File: src/rtl/cbi_pkg.sv
package cbi_pkg;
   typedef enum logic {
      PH_IDLE  = 1'b0,
      PH_PULSE = 1'b1
   } cbi_phase_e;

   function automatic int cbi_cnt_width(input int max_count);
      return (max_count < 2) ? 1 : $clog2(max_count + 1);
   endfunction
endpackage

File: src/rtl/cbi_cmp_sense.sv
module cbi_cmp_sense #(
   parameter bit CMP_ACTIVE_HIGH = 1'b1
) (
   input  logic cmp_raw,
   output logic integ_above
);
   generate
      if (CMP_ACTIVE_HIGH) begin : g_direct
         assign integ_above = cmp_raw;
      end else begin : g_invert
         assign integ_above = ~cmp_raw;
      end
   endgenerate
endmodule

File: src/rtl/cbi_pulse_seq.sv
module cbi_pulse_seq
   import cbi_pkg::*;
#(
   parameter int MAX_COUNT = 1000,
   parameter int CNT_W     = cbi_cnt_width(MAX_COUNT)
) (
   input  logic             clk,
   input  logic             rst_n,
   input  logic             tick,
   input  logic             integ_above,
   output logic             drive_neg,
   output logic             drive_pos,
   output logic             finish,
   output logic             sat_end,
   output logic             start_above,
   output logic [CNT_W-1:0] on_clocks
);
   localparam logic [CNT_W-1:0] LIMIT = CNT_W'(MAX_COUNT);

   cbi_phase_e       phase;
   logic             pol_q;
   logic             pend_q;
   logic [CNT_W-1:0] cnt_q;
   logic             crossed;
   logic             at_limit;
   logic             begin_cyc;

   assign crossed   = (phase == PH_PULSE) && (integ_above != pol_q);
   assign at_limit  = (cnt_q == LIMIT);
   assign finish    = (phase == PH_PULSE) && (crossed || tick || at_limit);
   assign sat_end   = finish && !crossed;
   assign begin_cyc = (phase == PH_IDLE) && (tick || pend_q);

   always_ff @(posedge clk) begin
      if (!rst_n) begin
         phase  <= PH_IDLE;
         pol_q  <= 1'b0;
         pend_q <= 1'b0;
         cnt_q  <= '0;
      end else if (begin_cyc) begin
         phase  <= PH_PULSE;
         pol_q  <= integ_above;
         pend_q <= 1'b0;
         cnt_q  <= CNT_W'(1);
      end else if (finish) begin
         phase  <= PH_IDLE;
         pend_q <= tick;
      end else if (phase == PH_PULSE) begin
         cnt_q  <= cnt_q + CNT_W'(1);
      end
   end

   assign drive_neg   = (phase == PH_PULSE) && pol_q;
   assign drive_pos   = (phase == PH_PULSE) && !pol_q;
   assign start_above = pol_q;
   assign on_clocks   = cnt_q;
endmodule

File: src/rtl/cbi_code_reg.sv
module cbi_code_reg #(
   parameter int MAX_COUNT = 1000,
   parameter int CNT_W     = 10,
   parameter int RES_W     = CNT_W + 1
) (
   input  logic             clk,
   input  logic             rst_n,
   input  logic             finish,
   input  logic             sat_end,
   input  logic             start_above,
   input  logic [CNT_W-1:0] on_clocks,
   output logic [RES_W-1:0] code,
   output logic             code_valid,
   output logic             code_sat
);
   localparam logic [RES_W-1:0] FULL = RES_W'(MAX_COUNT);

   logic [RES_W-1:0] mag;
   logic [RES_W-1:0] signed_code;

   assign mag         = sat_end ? FULL : {1'b0, on_clocks};
   assign signed_code = start_above ? mag : (~mag + RES_W'(1));

   always_ff @(posedge clk) begin
      if (!rst_n) begin
         code       <= '0;
         code_valid <= 1'b0;
         code_sat   <= 1'b0;
      end else begin
         code_valid <= finish;
         if (finish) begin
            code     <= signed_code;
            code_sat <= sat_end;
         end
      end
   end
endmodule

File: src/rtl/cbi_adc_ctrl.sv
module cbi_adc_ctrl
   import cbi_pkg::*;
#(
   parameter  int MAX_COUNT       = 1000,
   parameter  bit CMP_ACTIVE_HIGH = 1'b1,
   localparam int CNT_W           = cbi_cnt_width(MAX_COUNT),
   localparam int RES_W           = CNT_W + 1
) (
   input  logic             clk,
   input  logic             rst_n,
   input  logic             period_tick,
   input  logic             cmp_in,
   output logic             ref_pos_en,
   output logic             ref_neg_en,
   output logic [RES_W-1:0] result,
   output logic             result_valid,
   output logic             overrange
);
   generate
      if (MAX_COUNT < 1) begin : g_bad_max
         $error("cbi_adc_ctrl: MAX_COUNT must be at least 1");
      end
      if (MAX_COUNT > (1 << 24)) begin : g_big_max
         $error("cbi_adc_ctrl: MAX_COUNT above supported range");
      end
   endgenerate

   logic             integ_above;
   logic             finish;
   logic             sat_end;
   logic             start_above;
   logic [CNT_W-1:0] on_clocks;

   cbi_cmp_sense #(
      .CMP_ACTIVE_HIGH(CMP_ACTIVE_HIGH)
   ) u_sense (
      .cmp_raw    (cmp_in),
      .integ_above(integ_above)
   );

   cbi_pulse_seq #(
      .MAX_COUNT(MAX_COUNT),
      .CNT_W    (CNT_W)
   ) u_seq (
      .clk        (clk),
      .rst_n      (rst_n),
      .tick       (period_tick),
      .integ_above(integ_above),
      .drive_neg  (ref_neg_en),
      .drive_pos  (ref_pos_en),
      .finish     (finish),
      .sat_end    (sat_end),
      .start_above(start_above),
      .on_clocks  (on_clocks)
   );

   cbi_code_reg #(
      .MAX_COUNT(MAX_COUNT),
      .CNT_W    (CNT_W),
      .RES_W    (RES_W)
   ) u_code (
      .clk        (clk),
      .rst_n      (rst_n),
      .finish     (finish),
      .sat_end    (sat_end),
      .start_above(start_above),
      .on_clocks  (on_clocks),
      .code       (result),
      .code_valid (result_valid),
      .code_sat   (overrange)
   );
endmodule

File: config.mk
export PLATFORM = sky130hd
export DESIGN_NAME = cbi_adc_ctrl
export DESIGN_NICKNAME = d
export VERILOG_FILES = /design/src/rtl/cbi_pkg.sv /design/src/rtl/cbi_cmp_sense.sv /design/src/rtl/cbi_pulse_seq.sv /design/src/rtl/cbi_code_reg.sv /design/src/rtl/cbi_adc_ctrl.sv
export SDC_FILE = /design/constraint.sdc
export NUM_CORES = 1
export LEC_CHECK = 0
export CELL_PAD_IN_SITES_DETAIL_PLACEMENT = 1
export CELL_PAD_IN_SITES_GLOBAL_PLACEMENT = 2
export CORE_MARGIN = 1
export CORE_UTILIZATION = 32
export CTS_CLUSTER_SIZE = 12
export DETAILED_ROUTE_END_ITERATION = 10
export MAX_ROUTING_LAYER = met4
export PLACE_DENSITY_LB_ADDON = 0.15
export SETUP_SLACK_MARGIN = 0.1
export SYNTH_ARGS = -nofsm -noshare
export SYNTH_HDL_FRONTEND = slang
export SYNTH_SLANG_ARGS = --single-unit
export TNS_END_PERCENT = 50
File: constraint.sdc
create_clock -name clk -period 3.7 [get_ports clk]
set_clock_uncertainty 0.2 [all_clocks]
set_input_delay 0.925 -clock clk [delete_from_list [all_inputs] [get_ports clk]]
set_output_delay 0.925 -clock clk [all_outputs]
set_load 0.02 [all_outputs]
# Word-level counts from Yosys, hierarchy flattened
# Cells that the tools add are included.
[op_classes]
add_sub_neg = 2
n_eq_ne = 3
n_mux = 7
bitwise = 4
reduce_logical = 16
[ops]
columns = ["op", "n"]
rows = [
  ["$add 11x1->11 const B", 1],
  ["$mux 11", 1],
  ["$not 11->11", 1],
  ["$add 10x1->10 const B", 1],
  ["$eq 10x10->1 const B", 1],
  ["$mux 10", 1],
  ["$logic_and 1x1->1", 6],
  ["$mux 1", 5],
  ["$reduce_and 2->1", 2],
  ["$reduce_bool 2->1", 2],
  ["$logic_or 1x1->1", 3],
  ["$not 1->1", 3],
  ["$logic_not 1->1", 2],
  ["$ne 2x2->1 const B", 1],
  ["$reduce_or 2->1", 1],
  ["$ne 1x1->1", 1],
]
[word_totals]
regBits = 26
output_inout_bits = 15
elab_cells = 40

# Depth between registers and ports, before layout
# Gate-level depths: netlist of the first run.
[depth]
depth_word = 10
depth_mapped = 12
depth_no_buf = 11

# Modules after synthesis
# From an unflattened synthesis of the first run, not the netlist that was laid out.
[unflattened]
cells_unflattened = 166
area_unflattened_um2 = 1420.1
[modules_own_cells]
columns = ["module", "n_inst", "cells_per_inst", "area_each_um2", "seq_area_each_um2"]
rows = [
  ["cbi_code_reg", 1, 91, 763.2, 260.2],
  ["cbi_pulse_seq", 1, 74, 649.4, 260.2],
  ["cbi_cmp_sense", 1, 1, 7.5, 0.0],
]

# Worst setup path before layout of the first run
# No wires, ideal clock.
[synth_timing]
path_type = "input port to flip-flop"
from = "in period_tick"
to = "reg u_code.code[6]"
setup_ps = 122
arrival_time_ps = 2724
path_slack_ps = 655
path_stages = 10
cell_sequence = "clkbuf_1 -> inv_1 -> a21o_1 -> nand2_1 -> ha_1 -> or4b_4 -> a211oi_2 -> mux2i_1 -> a21o_1 -> a21oi_2"
[synth_via]
elab_chain_len = 8
[synth_lines]
columns = ["element", "line", "text"]
rows = [
  ["start, declared", "cbi_adc_ctrl.sv:11", "input logic period_tick,"],
  ["$logic_or 1x1->1 (*) (2 in a row)", "cbi_pulse_seq.sv:30", "assign finish = (phase == PH_PULSE) && (crossed || tick || at_limit);"],
  ["$logic_and 1x1->1 (*)", "cbi_pulse_seq.sv:30", ""],
  ["$logic_and 1x1->1", "cbi_pulse_seq.sv:31", "assign sat_end = finish && !crossed;"],
  ["$mux 10", "cbi_code_reg.sv:21", "assign mag = sat_end ? FULL : {1'b0, on_clocks};"],
  ["$not 11->11", "cbi_code_reg.sv:22", "assign signed_code = start_above ? mag : (~mag + RES_W'(1));"],
  ["$add 11x1->11", "cbi_code_reg.sv:22", ""],
  ["$mux 11", "cbi_code_reg.sv:22", ""],
  ["end signal, assigned", "cbi_code_reg.sv:32", "code <= signed_code;"],
  ["end, declared", "cbi_code_reg.sv:12", "output logic [RES_W-1:0] code,"],
]
# Mark *: on every way between the ends. The rest lies on a longest branch, timed or not.
# A chain may end at the register's enable or synchronous reset.

# Worst setup path after layout of the first run
[layout_timing]
from = "in cmp_in"
to = "reg u_code.code[6]"
[layout_via]
elab_chain_len = 10
elab_cells_between_ends = 11
cone_classes = "add/sub: 1; eq/ne: 1; mux: 2; bitwise: 1; reduce/logical: 6"
[layout_lines]
columns = ["element", "line", "text"]
rows = [
  ["start, declared", "cbi_adc_ctrl.sv:12", "input logic cmp_in,"],
  ["$ne 1x1->1 (*)", "cbi_pulse_seq.sv:28", "assign crossed = (phase == PH_PULSE) && (integ_above != pol_q);"],
  ["$logic_and 1x1->1 (*)", "cbi_pulse_seq.sv:28", ""],
  ["$logic_or 1x1->1 (2 in a row)", "cbi_pulse_seq.sv:30", ""],
  ["$logic_and 1x1->1", "cbi_pulse_seq.sv:30", ""],
  ["$logic_and 1x1->1", "cbi_pulse_seq.sv:31", ""],
  ["$mux 10", "cbi_code_reg.sv:21", ""],
  ["$not 11->11", "cbi_code_reg.sv:22", ""],
  ["$add 11x1->11", "cbi_code_reg.sv:22", ""],
  ["$mux 11", "cbi_code_reg.sv:22", ""],
]
# Marks and branches as above.

==> run summary, run 1 <==
The run gives 0 as the count of yosys warnings during synthesis. The via count of the first global-routing pass was 1309. The run finished with clean final reports.

The logs give 6720 µm for the first-pass GRT wire length and 0 for the final antenna diode count. The remaining global-route overflow was 0; the required time of the critical path was 3.66 ns. The root buffer cell chosen for the clock tree is clkbuf_8.

The run gives 1391 as the vias after detailed routing. After routing, the total negative slack on setup checks comes to 0 ns. The number of flops mapped to enable cells by yosys works out to 0. The tools report the leakage power total as 0.6412 nW. For the max-slew violation count, the log shows 0. The worst stage delay on the critical path came out at 0.57 ns.

Once detail routing completed, the nets flagged for antenna violations numbered 0. The worst-case IR drop observed on VDD is 0.1328 mV. The worst path meets setup with 0.3716 ns of slack. Measured against its own limit, the worst slew margin works out to 66.74%.

The initial antenna violation count came out at 0. During I/O placement, the number of pins put on the boundary was 19. The number of instances on the worst hold path was 2. The kind of path behind the tightest hold check was flip-flop to flip-flop. In this run the worst path has a maximum fanout of 4. After clock tree synthesis, the clock-pin slew on the worst setup and hold paths is 0.09 ns. The synthesized netlist devotes 19.53% of its cell area to compound gates. The count of cells along the worst register-to-register path is 10. By area, the combinational part of the netlist is dominated by simple AND/OR/NAND/NOR gates. The run gives 18 as the pin count of the biggest net entering global routing. Routability-driven placement finished with a final weighted congestion of 0.8101. Kind of capture point of the worst setup path: a flip-flop.

Among all flip-flop cells after synthesis, the most frequent one is dfxtp_1. The vertical extent of the die was 70.44 µm; the count of buffering cells on the critical path with inverters included was 1. The area growth from synthesis to layout is 17.28%. The run gives 3 as the TritonCTS buffer count. The horizontal die dimension is 70.44 µm. Mean post-synth cell area: 8.102 µm². The maximum buffer depth of the clock tree was 2; the area share of xor/xnor cells in the synthesized design was 8.180%. The area of the die came out at 4962 µm². The internal reg-to-reg setup slack was 0.68 ns; the total number of placement rows was 24. After synthesis, flip-flops and latches occupy 34.72% of the total area.

Dividing total power by cell area gives a power density of 343.8 nW/µm². After synthesis the netlist holds a flip-flop and latch count of 26. The HPWL after detailed placement is 2985 µm. Synthesis handed over a netlist of 185 instances. The run gives 0.2584 ns as the final hold slack.

Setup repair after global routing left no endpoint under its margin. The initial utilization of the core area, before any placement, comes to 33.96%. The worst slack at placement came out at 0.08879 ns. Kind of cell adding the most delay to the critical path: simple AND/OR/NAND/NOR gates. The number of nets handed over by synthesis was 192. STA puts the critical path data arrival time at 3.29 ns. Post-synthesis share of cell area spent on full adders, half adders and majority gates: 2.504%.

After floorplanning, the core was sized to cover 4414 µm². The number of H-tree levels came out at 1. STA classifies the critical path startpoint as an input pin. The number of setup buffers added after CTS is 0. TritonCTS built the clock tree. The number of hold buffers added after CTS was 0.

The source-to-sink clock delay at the later pin of the worst-skew pair is 0.28 ns, and the async set-reset flop share out of synthesis is 0%. For the starting DRC count in detailed routing, the log shows 33. Number of hold violations in the final report: 0. The number of distinct library cell variants in the gate-level netlist after synthesis was 43; the number of nets in the final layout was 208.

The max capacitance violation total is 0, and the final clock period utilization by the worst path is 89.96%. The post-layout minimum cycle time works out to 3.328 ns. The measured slew at the worst slew-check pin came out at 0.4944 ns.

Simple-gate area share of the yosys netlist: 26.46%. By startpoint and endpoint, the worst setup path is classified as input pin to flip-flop. Post-CTS repair changed the size of 0 cells. The instance count on the critical path works out to 11. The run gives 3961 µm as the final wirelength.

The detail-routed via count per cell is 5.542. The first-pass detailed-route iteration total was 4. Maximum frequency from static timing analysis: 300.4 MHz. Cell with the largest stage delay on the worst path: clkdlybuf4s50_1. Of the cells placed in the final design, the portion with a size suffix greater than 1 is 10.05%.

The DRC violations left is 0, and the count of clock tree sinks is 26. Traced cell by cell, the critical path runs through clkdlybuf4s50_1 -> xnor2_4 -> nand2_1 -> a21o_1 -> nand2_1 -> ha_1 -> or4b_4 -> a211oi_2 -> mux2i_1 -> a21o_1 -> a21oi_2. Setup violations remaining at the end of the flow were counted as 0. The mux cell area share after synthesis came out at 2.003%.

The mapped netlist covers 1499 µm². In the final routed layout, each cell accounts on average for 15.78 µm. During placement, the flow inserted port buffers numbering 18. Global routing consumed, over all layers together, 17.69% of the routing resources.
==> stage by stage <==
| step | cells | utilization [%] | area (µm²) | total power, W |
|---|---|---|---|---|
| floorplan | 185 | - | 1499 | 0.0003981 |
| global placement | 248 | 38.89 | 1717 | 0.0004429 |
| detailed placement | 248 | 38.89 | 1717 | 0.0004463 |
| CTS | 251 | 39.82 | 1758 | 0.0006120 |
| global route | 251 | 39.82 | 1758 | 0.0006348 |
| finish | 251 | 39.82 | 1758 | 0.0006044 |
==> worst min-delay path, cell delays in order (launching register included) <==
cell and delay (ns):
dfxtp_1 0.32, nand2_1 0.05, a21oi_1 0.05
==> power breakdown <==
| part | internal [W] | leakage (nW) | switching (W) |
|---|---|---|---|
| logic | 0.0000611 | 0.408 | 0.0000762 |
| registers | 0.000291 | 0.211 | 0.00000976 |
| clock network | 0.0000733 | 0.0216 | 0.0000926 |
==> layout make-up <==
class | count | area, µm²
clock buffer | 3 | 41.29
fill | 537 | 2656
inverter | 7 | 26.28
multi-input combinational | 139 | 879.6
sequential | 26 | 520.5
tap | 52 | 65.06
timing repair buffer | 24 | 225.2
==> final timing paths <==
check	start	endpoint
setup / recovery	cmp_in	u_code.code[6]
hold / removal	u_code.code[2]	u_code.code[2]
setup reg to reg	u_seq.on_clocks[5]	u_code.code[6]
hold reg to reg	u_code.code[2]	u_code.code[2]
==> cell usage after synthesis (2+ instances only) <==
master | count | share of area, %
xor2_1 | 7 | 4.1
o2111ai_1 | 2 | 1.2
nor2b_1 | 4 | 1.7
a211o_1 | 2 | 1.2
or3_1 | 2 | 0.83
ha_1 | 3 | 2.5
a31oi_1 | 4 | 1.7
o21ai_0 | 11 | 3.7
mux2i_1 | 3 | 2.0
a21o_1 | 2 | 1.0
nor4b_1 | 2 | 1.2
buf_6 | 2 | 1.5
xnor2_1 | 2 | 1.2
and3_1 | 2 | 0.83
buf_2 | 4 | 1.3
nor3_1 | 2 | 0.67
and2_1 | 2 | 0.83
nor4_1 | 3 | 1.3
nand2_1 | 20 | 5.0
nand4_1 | 4 | 1.7
inv_1 | 7 | 1.8
nand3_1 | 10 | 3.3
dfxtp_1 | 26 | 35
nor2_1 | 16 | 4.0
o211ai_1 | 3 | 1.5
a21oi_1 | 18 | 6.0
clkbuf_1 | 5 | 1.3
nand4b_1 | 2 | 1.2
==> cell usage in the layout (no fill, tap or decap), types with 2 or more instances in the layout <==
cell             instances
dfxtp_1                 26
nand2_1                 20
a21oi_1                 18
clkdlybuf4s50_1         18
nor2_1                  16
o21ai_0                 11
nand3_1                 10
inv_1                    7
xor2_1                   7
buf_4                    6
nand4_1                  4
nor2b_1                  4
a31oi_1                  4
nor4_1                   3
o211ai_1                 3
mux2i_1                  3
ha_1                     3
clkbuf_8                 3
nand4b_1                 2
a21o_1                   2
and2_1                   2
nor4b_1                  2
and3_1                   2
or3_1                    2
xnor2_1                  2
o2111ai_1                2
a211o_1                  2
nor3_1                   2
==> state kept, by name, indices dropped and copies added (netlist names) <==
| register | count |
|---|---|
| u_code.code | 11 |
| u_seq.on_clocks | 10 |
| u_seq.start_above | 1 |
| u_code.code_valid | 1 |
| u_code.code_sat | 1 |
| u_seq.phase | 1 |
| u_seq.pend_q | 1 |
==> kinds of logic (layout without fill, tap and decap cells) <==
logic type                 after synthesis  count (layout)
AOI/OAI and AO/OA                       47              47
DFF                                     26              26
buffers and inverters                   20              34
adders and majority gates                3               3
and+or+nand+nor                         75              75
muxes                                    3               3
xor gates and xnor gates                11              11
==> metal layers <==
| layer | vias to the layer above | global-route usage (%) | share of wire [%] |
|---|---|---|---|
| li1 | 680 | - | - |
| met1 | 675 | 23.51 | 49 |
| met2 | 31 | 27.51 | 47 |
| met3 | 5 | 2.165 | 3.2 |
| met4 | 0 | 6.444 | 1.4 |
| met5 | - | - | 0 |
Power figures use the tool's default switching activity.
==> run 2: changes to the inputs <==
CTS_CLUSTER_SIZE = default   (was 12)
==> results of run 2 <==
Final layout, timing and power as in run 1 (identical DEF).
==> run 3: changes to the inputs <==
GPL_TIMING_DRIVEN = 0   (was default)
==> run 3 against run 2 <==
Net effect:
- hold slack gained 0.0020 ns
- global-route usage shrank 0.086 points
- cell count grew 2.8%
- clock-buffer cell count is the same
- critical path depth grew 1
- setup slack lost 0.10 ns
- core utilization grew 0.62 points
- clock power is essentially flat
- flip-flop and latch count is the same
- sequential power is essentially flat
- largest power group unchanged
- critical endpoint unchanged
- wire length grew 1.9%
- cell area grew 1.6%
==> run summary, run 3 (synthesized netlist as in run 1, its figures left out) <==
The placeable core region was 4414 µm² (unchanged). The tools report the number of H-tree levels as 1 (unchanged). The run gives 0 (unchanged) as the max capacitance violation total.

The proportion of layout cells with a drive suffix above 1 works out to 10.68% (was 10.05%). The max-slew violation count came out at 0 (unchanged). The TritonCTS buffer count is 3 (unchanged). Clock tree root buffer cell: clkbuf_8 (unchanged). The vertical extent of the die is 70.44 µm (unchanged), and the required time of the critical path is 3.66 ns (about the same). The horizontal die dimension came out at 70.44 µm (unchanged). The number of hold violations in the final report came out at 0 (unchanged). For the number of nets in the final layout, the log shows 215 (was 208). The most common cell after layout, fill and taps aside is dfxtp_1 (unchanged). The tools report the post-route antenna net violation count as 0 (unchanged). The run gives 0 (unchanged) as the final antenna diode count.

For the first-pass detailed-route iteration total, the log shows 4 (unchanged). Kind of capture point of the worst setup path: a flip-flop (unchanged). Maximum buffer depth of the clock tree: 2 (unchanged). Setup repair after global routing left no endpoint under its margin. Largest register by flop count: u_code.code (unchanged). The tools report the starting utilization of the core area as 33.96% (unchanged). The flip-flop count of the largest register after layout is 11 (unchanged), and the DRC violations left is 0 (unchanged). TritonCTS built the clock tree. The total placed instance area was 1734 µm² (was 1717 µm²).

Top library cells by usage in the layout, fill and taps aside: dfxtp_1 (26), nand2_1 (20), a21oi_1 (18) (was dfxtp_1 (26), nand2_1 (20), a21oi_1 (18), clkdlybuf4s50_1 (18), nor2_1 (16)). The run gives 520.5 µm² (unchanged) as the combined flip-flop and latch cell area. The final clock period utilization by the worst path is 92.65% (was 89.96%). The tools report the source-to-sink clock delay at the later pin of the worst-skew pair as 0.27 ns (was 0.28 ns).

The highest ir drop seen on vdd was 0.1159 mV (was 0.1328 mV); the detail-routed net length per standard cell was 15.64 µm (was 15.78 µm). The measured slew at the worst slew-check pin works out to 0.5920 ns (was 0.4944 ns). The detail-routed via count per cell is 5.322 (was 5.542), and the area of the die is 4962 µm² (unchanged).

The post-layout minimum cycle time came out at 3.428 ns (was 3.328 ns). Final setup slack of the worst path: 0.2719 ns (was 0.3716 ns). For the final number of setup-violating endpoints, the log shows 0 (unchanged). The number of top-level pins was 19 (unchanged).

The logs give 4035 µm (was 3961 µm) for the final wirelength and 6624 µm (was 6720 µm) for the first-pass GRT wire length. The tools report the worst slack at placement as -0.1292 ns (was 0.08879 ns). The area added between synthesis and finish is 19.12% (was 17.28%).

Fraction of the core area covered by cells at the end of the flow: 40.45% (was 39.82%). Vias after detailed routing: 1373 (was 1391). The worst-path maximum fanout is 8 (was 4), and the design area is 1785 µm² (was 1758 µm²). Internal reg-to-reg setup slack: 0.27 ns (was 0.68 ns). For the leakage power total, the log shows 0.6665 nW (was 0.6412 nW).

Area of the multi-input gates: 879.6 µm² (unchanged). The tools report the endpoint arrival time on the critical path as 3.39 ns (was 3.29 ns). The run gives 34 (was 33) as the starting DRC count in detailed routing.

The via count of the first global-routing pass is 1318 (was 1309), and the maximum frequency from static timing analysis is 291.7 MHz (was 300.4 MHz). The kind of path behind the tightest hold check was flip-flop to flip-flop (unchanged). The register clock-pin slew on the reported worst setup and hold paths works out to 0.09 ns (about the same). The number of fillers in the final layout was 546 (was 537); the ratio of total power to cell area was 337.6 nW/µm² (was 343.8 nW/µm²). The run finished with clean final reports. The run gives 17.60% (was 17.69%) as the aggregate global-route resource usage. The global placer's final weighted congestion came out at 0.7842 (was 0.8101). The number of I/O port buffers was 17 (was 18); the pin count of the biggest net entering global routing was 14 (was 18).

The remaining global-route overflow was 0 (unchanged). The run gives 26 (unchanged) as the count of clock tree sinks. The total number of placement rows was 24 (unchanged). Class of the most critical setup path: flip-flop to flip-flop (was input pin to flip-flop).

The tools report the startpoint class of the critical path as a flip-flop (was an input pin). The run gives 0 ns (unchanged) as the setup TNS. The headroom to the max-slew limit is 60.17% (was 66.74%), and the initial antenna violation count is 0 (unchanged). The half-perimeter wire length of the detailed placement result is 3061 µm (was 2985 µm).
-- run 3: changes by cell type in the layout (fill, tap and decap cells not counted), sizes merged --
cell and change:
clkdlybuf4s50 -2, dlymetal6s2s +1, buf +3, clkbuf +5
-- run 3: final cells by class --
| cell class | count | share of cell area [%] |
|---|---|---|
| clock buffers | 3 | 2.313 |
| multi-input cells | 139 | 49.26 |
| plain buffers | 13 | 4.064 |
| inverters | 7 | 1.472 |
| repair buffers | 18 | 10.09 |
| flip-flops and latches | 26 | 29.15 |
| well taps | 52 | 3.644 |
-- run 3: repair_timing --
item | in CTS | in global routing
setup buffers | 0 | 1
setup endpoints to repair | 0 | 2
resized for setup | 0 | 1
hold buffers | 0 | 0
hold endpoints to repair | 0 | 0
-- run 3: metrics by stage --
step                hold WS (ns)  total power (W)  instances
floorplan                 0.2576        0.0003981        185
detailed placement        0.2519        0.0004447        254
global placement          0.2402        0.0004408        254
CTS                       0.2644        0.0006090        257
finish                    0.2604        0.0006028        258
global route              0.2874        0.0006363        258
-- run 3: layer usage --
layer,global-route usage [%],share of wire (%),up-vias
li1,-,-,695
met1,23.12,51,655
met2,27.83,46,18
met3,2.165,2.1,5
met4,6.000,1.4,0
met5,-,0,-
-- run 3: final timing paths --
check | start | end | cells past startpoint
worst min register to register | u_code.code[2] | u_code.code[2] | 2
worst min-delay path | u_code.code[2] | u_code.code[2] | 2
worst max register to register | u_seq.on_clocks[1] | u_code.code[6] | 12
worst max-delay path | u_seq.on_clocks[1] | u_code.code[6] | 12
-- run 3: power by group --
group | switching [W] | internal [W] | total (W)
registers | 0.00000757 | 0.000291 | 0.000299
logic | 0.0000801 | 0.0000605 | 0.000141
clock network | 0.0000900 | 0.0000732 | 0.000163
-- run 3: critical path: stages, from the launching register on --
cell	delay (ns)
dfxtp_1	0.32
clkbuf_1	0.21
inv_1	0.11
ha_1	0.17
nand4b_1	0.38
a21o_1	0.36
nand2_1	0.11
ha_1	0.26
or4b_4	0.50
a211oi_2	0.26
mux2i_1	0.22
a21o_1	0.16
a21oi_2	0.06
